===== src/rtl/bseq_pkg.sv =====
package bseq_pkg;
  localparam int unsigned LOW_W = 2;

  typedef enum logic {
    SEQ_LINEAR = 1'b0,
    SEQ_XOR    = 1'b1
  } seq_mode_e;

  // Low address bits for beat number n of a burst that started at base.
  function automatic logic [LOW_W-1:0] beat_low(
    input logic [LOW_W-1:0] base,
    input logic [LOW_W-1:0] n,
    input seq_mode_e        mode
  );
    logic [LOW_W-1:0] r;
    if (mode == SEQ_XOR) r = base ^ n;
    else                 r = base + n;  // wraps modulo 2**LOW_W
    return r;
  endfunction
endpackage


===== src/rtl/bseq_capture.sv =====
module bseq_capture
  import bseq_pkg::*;
#(
  parameter int unsigned AW = 20
) (
  input  logic          clk,
  input  logic          rst_n,
  input  logic          load_evt,
  input  logic [AW-1:0] start_addr,
  input  logic          start_wr,
  input  logic          chip_sel,
  input  logic          interleave,
  output logic [AW-1:0] base_q,
  output logic          wr_q,
  output logic          act_q,
  output seq_mode_e     mode_q
);
  always_ff @(posedge clk or negedge rst_n) begin
    if (!rst_n) begin
      base_q <= '0;
      wr_q   <= 1'b0;
      act_q  <= 1'b0;
      mode_q <= SEQ_LINEAR;
    end else if (load_evt) begin
      base_q <= start_addr;
      wr_q   <= start_wr;
      act_q  <= chip_sel;
      mode_q <= seq_mode_e'(interleave);
    end
  end
endmodule


===== src/rtl/bseq_counter.sv =====
module bseq_counter
  import bseq_pkg::*;
(
  input  logic             clk,
  input  logic             rst_n,
  input  logic             load_evt,
  input  logic             adv_evt,
  output logic [LOW_W-1:0] cnt_q
);
  always_ff @(posedge clk or negedge rst_n) begin
    if (!rst_n)        cnt_q <= '0;
    else if (load_evt) cnt_q <= '0;
    else if (adv_evt)  cnt_q <= cnt_q + 1'b1;
  end
endmodule


===== src/rtl/bseq_addr_mix.sv =====
module bseq_addr_mix
  import bseq_pkg::*;
#(
  parameter int unsigned AW = 20
) (
  input  logic [AW-1:0]    base_q,
  input  logic [LOW_W-1:0] cnt_q,
  input  seq_mode_e        mode_q,
  output logic [AW-1:0]    addr
);
  localparam int unsigned HI_W = AW - LOW_W;

  generate
    if (HI_W > 0) begin : g_hi
      assign addr[AW-1:LOW_W] = base_q[AW-1:LOW_W];
    end
  endgenerate

  assign addr[LOW_W-1:0] = beat_low(base_q[LOW_W-1:0], cnt_q, mode_q);
endmodule


===== src/rtl/burst_addr_seq.sv =====
module burst_addr_seq
  import bseq_pkg::*;
#(
  parameter int unsigned AW = 20
) (
  input  logic          clk,
  input  logic          rst_n,
  input  logic          freeze,
  input  logic          advance,
  input  logic          chip_sel,
  input  logic [AW-1:0] start_addr,
  input  logic          start_wr,
  input  logic          interleave,
  output logic [AW-1:0] beat_addr,
  output logic          beat_wr,
  output logic          active
);
  // Named events, visible to the checker.
  logic load_evt;
  logic adv_evt;
  assign load_evt = !freeze && !advance;
  assign adv_evt  = !freeze &&  advance;

  logic [AW-1:0]    base_q;
  logic [LOW_W-1:0] cnt_q;
  seq_mode_e        mode_q;

  bseq_capture #(.AW(AW)) u_capture (
    .clk        (clk),
    .rst_n      (rst_n),
    .load_evt   (load_evt),
    .start_addr (start_addr),
    .start_wr   (start_wr),
    .chip_sel   (chip_sel),
    .interleave (interleave),
    .base_q     (base_q),
    .wr_q       (beat_wr),
    .act_q      (active),
    .mode_q     (mode_q)
  );

  bseq_counter u_counter (
    .clk      (clk),
    .rst_n    (rst_n),
    .load_evt (load_evt),
    .adv_evt  (adv_evt),
    .cnt_q    (cnt_q)
  );

  bseq_addr_mix #(.AW(AW)) u_mix (
    .base_q (base_q),
    .cnt_q  (cnt_q),
    .mode_q (mode_q),
    .addr   (beat_addr)
  );
endmodule


===== config.mk =====
export PLATFORM = sky130hd
export DESIGN_NAME = burst_addr_seq
export DESIGN_NICKNAME = d
export VERILOG_FILES = /design/src/rtl/bseq_pkg.sv /design/src/rtl/bseq_capture.sv /design/src/rtl/bseq_counter.sv /design/src/rtl/bseq_addr_mix.sv /design/src/rtl/burst_addr_seq.sv
export SDC_FILE = /design/constraint.sdc
export NUM_CORES = 1
export LEC_CHECK = 0
export CAP_MARGIN = 20
export CORE_AREA = 2 2 55 77
export CTS_CLUSTER_SIZE = 28
export DETAILED_ROUTE_END_ITERATION = 10
export DIE_AREA = 0 0 57 79
export SLEW_MARGIN = 10
export SYNTH_ARGS = -nofsm -noshare
export SYNTH_HDL_FRONTEND = slang
export SYNTH_SLANG_ARGS = --single-unit
export TNS_END_PERCENT = 1

===== constraint.sdc =====
create_clock -name clk -period 1.5 [get_ports clk]
set_clock_uncertainty 0.1 [all_clocks]
set_input_delay 0.3 -clock clk [delete_from_list [all_inputs] [get_ports clk]]
set_output_delay 0.3 -clock clk [all_outputs]
set_load 0.005 [all_outputs]

Word-level counts from Yosys, hierarchy flattened --
Cells that the tools add are included.
Word-level totals: register bits after elaboration 25, bits in latches 0, memory bits (writable) 0, memory bits (read-only) 0, input port bits 27, word-level logic and storage cells 16, memories 0
Cells by class: add/sub/neg operators 2, multipliers 0, div/mod/pow operators 0, $lt $le $gt $ge 0, equal/unequal tests 0, shift operators 0, muxes and demuxes 3, bitwise operators 1, reduce and logical (&&, ||, !) cells 5
Operators with widths (count):
- two-way mux 2 bit | 3
- adder 2 x 1 -> 2 bit, second input constant | 1
- adder 2 bit | 1
- logical AND 1 bit | 2
- logical NOT 1 bit | 2
- nonzero test 2 bit | 1
- XOR 2 bit | 1

Longest topological paths before layout --
depth after elaboration 4, gate-level depth with buffers 3

Cells and area by module --
A second synthesis with hierarchy kept.
Unflattened totals: cell total of the unflattened synthesis 79, area, all modules 1129.8 sq um
By module, submodules not included:
- bseq_capture | times used 1, cells each 48, area each 857.1 sq um, sequential area each 575.6 sq um
- bseq_addr_mix | times used 1, cells each 22, area each 171.4 sq um, sequential area each 0.0 sq um
- bseq_counter | times used 1, cells each 7, area each 88.8 sq um, sequential area each 50.0 sq um
- burst_addr_seq | times used 1, cells each 2, area each 12.5 sq um, sequential area each 0.0 sq um

Worst setup path after synthesis --
Ideal clock, no wire load.
path kind register -> output, from register u_counter.cnt_q[0], to output beat_addr[1], data arrival time 0.844 ns, required time 1.100 ns, path slack 0.256 ns, stages on the path, launching flop included 4, buffers on the path 0, cells stage by stage dfrtp_1 -> ha_1 -> nor2b_1 -> xnor2_1
Between the ends: word-level cells in the longest chain between the ends 2
RTL lines:
- start, declared | line bseq_counter.sv:8 | output logic [LOW_W-1:0] cnt_q
- start signal, assigned | line bseq_counter.sv:13 | else if (adv_evt) cnt_q <= cnt_q + 1'b1;
- adder 2 bit | line bseq_pkg.sv:17 | else r = base + n;
- two-way mux 2 bit | line bseq_pkg.sv:16 | if (mode == SEQ_XOR) r = base ^ n;
- end, declared | line burst_addr_seq.sv:14 | output logic [AW-1:0] beat_addr,
No other way between the ends.

Final worst setup path --
from register u_capture.base_q[0], to output beat_addr[1]
Between the ends: word-level cells in the longest chain between the ends 2
RTL lines:
- start, declared | line bseq_capture.sv:13 | output logic [AW-1:0] base_q,
- start signal, assigned | line bseq_capture.sv:25 | base_q <= start_addr;
- adder 2 bit | line bseq_pkg.sv:17
- two-way mux 2 bit | line bseq_pkg.sv:16
No other way between the ends.

==> summary.txt <==
Syn Inst Count - 80
Leakage power total - 0.778 nW
Die X - 57 µm
Max_cap viols - 0
DRT antenna net count - 0
Final nets - 150
DRT Pass-1 Iters - 2
Worst Reg2Reg Path Length in Cells - 6
Top-area cell type share of the netlist area - 52.0%
CP Capture Type - output pin
Die ar. - 0.00450 mm²
Worst Setup SP - u_capture.base_q[0]
Initial Utilization - 31.2%
Vias per Instance - 4.38
Failing checks - setup timing
Syn avg cell area - 15.0 µm²
Placed cell area - 0.00165 mm²
Vias in the first global route - 789
Total Wirelength - 2260 µm
Outcome - finished, violations left
CP max FO - 2
Post-route DRC - 0
Layout cells sized above 1 - 33.1%
DR vias - 718
Seq cells post-synth - 25
Fin crit share - 108%
Worst hold margin - 0.297 ns
Worst slew pin tran - 0.315 ns
Cell area after synthesis - 0.00120 mm²
Synth area leader - dfrtp_1
CP Data Arrival Time - 1.22 ns
Fin. Hold Viols - 0
Final Instance Area - 0.00170 mm²
Multi-input gate area - 429 µm²
Slew headroom - 79.0%
H-tree Lvls - 1
Synthesis-to-finish area growth - 41.2%
Most common cell in the netlist - dfrtp_1
IR drop worst, VDD - 0.499 mV
CTS tree - yes
Startpoint Class - flip-flop
Core area - 0.00385 mm²
Setup-failing EPs final - 2
Yosys cell types - 12
Clk Tree Root Cell - clkbuf_8
Post-synth EDFFs - 0
Syn nets - 108
Crit path kind - flip-flop to output pin
Diodes inserted - 0
PD cells - 988 mW/mm²
Initial antenna violation count - 0
Cell Rows - 27
Capture point of the worst reg-to-reg path - u_counter.cnt_q[1]
Final GP Congestion - 0.677
Max-slew violations - 0
R2R Setup Slk - 0.34 ns
Number of buffers added on ports - 48
Reg-to-Reg Start - u_counter.cnt_q[0]
Placed Cells - 157
Largest net degree at the start of global routing - 26
Fill cells - 377
Max frequency - 619 MHz
Async S/R FF share, synth - 100%
Placement Setup Slack - -0.225 ns
Hold Path Class - input pin to asynchronous set/reset pin
Post-route minimum period - 1.62 ns
DRT iter0 DRCs - 7
Sum Neg Setup Slack - -0.190 ns
Sequential share of the synthesized area - 52.0%
CTS clk-pin slew, worst paths - 0.09 ns
Skew-Pair Late Insertion Delay - 0.26 ns
Reg area - 626 µm²
Fin cells - 164
Worst Path Required - 1.10 ns
RSZ-0062 raised after global routing - yes
Synth Flop Type - dfrtp_1
DPL Wire Length - 1660 µm
Grt total ovfl - 0
Clock Sinks - 25
Worst Setup EP - beat_addr[1]
Die Y - 79 µm
Tot GR Track Use - 10.9%
TritonCTS buffer count - 3
Maximum clock path buffer count - 2
Wirelength per Cell - 13.8 µm
Boundary Pins - 49
Top post-synthesis cells by area - dfrtp_1 52%, mux2_4 25%, buf_4 11%
Worst setup margin - -0.116 ns
Most frequent cells after synthesis - 25 x dfrtp_1, 20 x mux2_4, 18 x buf_4
First-pass GRT wire length - 3730 µm
Yosys warns - 0
-- worst max-delay path, cell delays in order, from the launching register on --
cell and delay [ns]:
dfrtp_1 0.40, ha_2 0.18, nor2b_4 0.12, xnor2_1 0.12
buf_2 0.13
-- timing repair --
action / CTS / global route
pin swaps: 2 / 1
gates resized for setup: 30 / 0
buffers inserted: 1 / 2
setup endpoints to repair: 22 / 2
gates cloned: 0 / 0
hold buffers: 0 / 0
-- flip-flops by register name, summed over array words and instances, names as in the netlist --
register and count:
u_capture.mode_q 1, u_capture.wr_q 1, u_capture.base_q 20, u_counter.cnt_q 2, u_capture.act_q 1
-- area by class of cell --
type                    count  area share (%)
multi-input cells          35            25.3
clock buffers               4            2.65
flip-flops and latches     25            36.8
well taps                  43            3.17
repair buffers             57            32.1
-- cell usage in the layout (no fill, tap or decap) --
cell type	count
clkbuf_8	3
mux2_4	20
nor2_4	1
buf_2	1
mux2_2	3
dfrtp_1	25
o21ai_0	3
ha_2	1
clkdlybuf4s50_1	26
clkbuf_1	1
nor2b_4	1
dlygate4sd2_1	20
clkdlybuf4s15_2	1
buf_12	2
nand2_1	1
nor2b_1	1
nand2b_1	2
xnor2_1	2
buf_4	7
-- layer usage --
metal	up-vias	share of wire, %	track usage [%]
li1	333	-	-
met1	357	37	11.0
met2	23	56	20.2
met3	5	4.0	1.95
met4	0	2.6	6.28
met5	-	0	0
-- where the power goes --
| group | internal, mW | leakage, nW | switching, mW |
|---|---|---|---|
| logic | 0.327 | 0.459 | 0.133 |
| clock network | 0.190 | 0.0228 | 0.200 |
| registers | 0.772 | 0.296 | 0.0555 |
-- per-stage QoR --
step                      power, mW  utilization [%]
after global routing           1.78             44.1
after detailed placement       1.36             42.8
after CTS                      1.70             43.7
after floorplan                1.13                -
final                          1.68             44.1
after global placement         1.35             42.8
-- kinds of logic (layout without fill, tap and decap cells) --
family | after synthesis | count (layout) | synth area share, %
and+or+nand+nor | 6 | 6 | 3.33
muxes | 23 | 23 | 27.8
adders and majority gates | 1 | 1 | 1.04
AOI/OAI and AO/OA | 3 | 3 | 1.25
xor gates and xnor gates | 2 | 2 | 1.46
DFF | 25 | 25 | 52.0
buffers and inverters | 20 | 61 | 13.1
-- how the worst min path moves through the flow --
stage,to,slack [ns],cells after the start,from
finish,u_capture.base_q[0],0.30,2,rst_n
global route,u_capture.base_q[0],0.32,2,rst_n
CTS,u_counter.cnt_q[0],0.31,2,rst_n
detailed placement,u_capture.base_q[8],0.39,1,u_capture.base_q[8]
global placement,u_capture.base_q[2],0.39,1,u_capture.base_q[2]
floorplan,u_capture.act_q,-0.1,0,rst_n
Note: power is estimated with default switching activity, not from simulation.
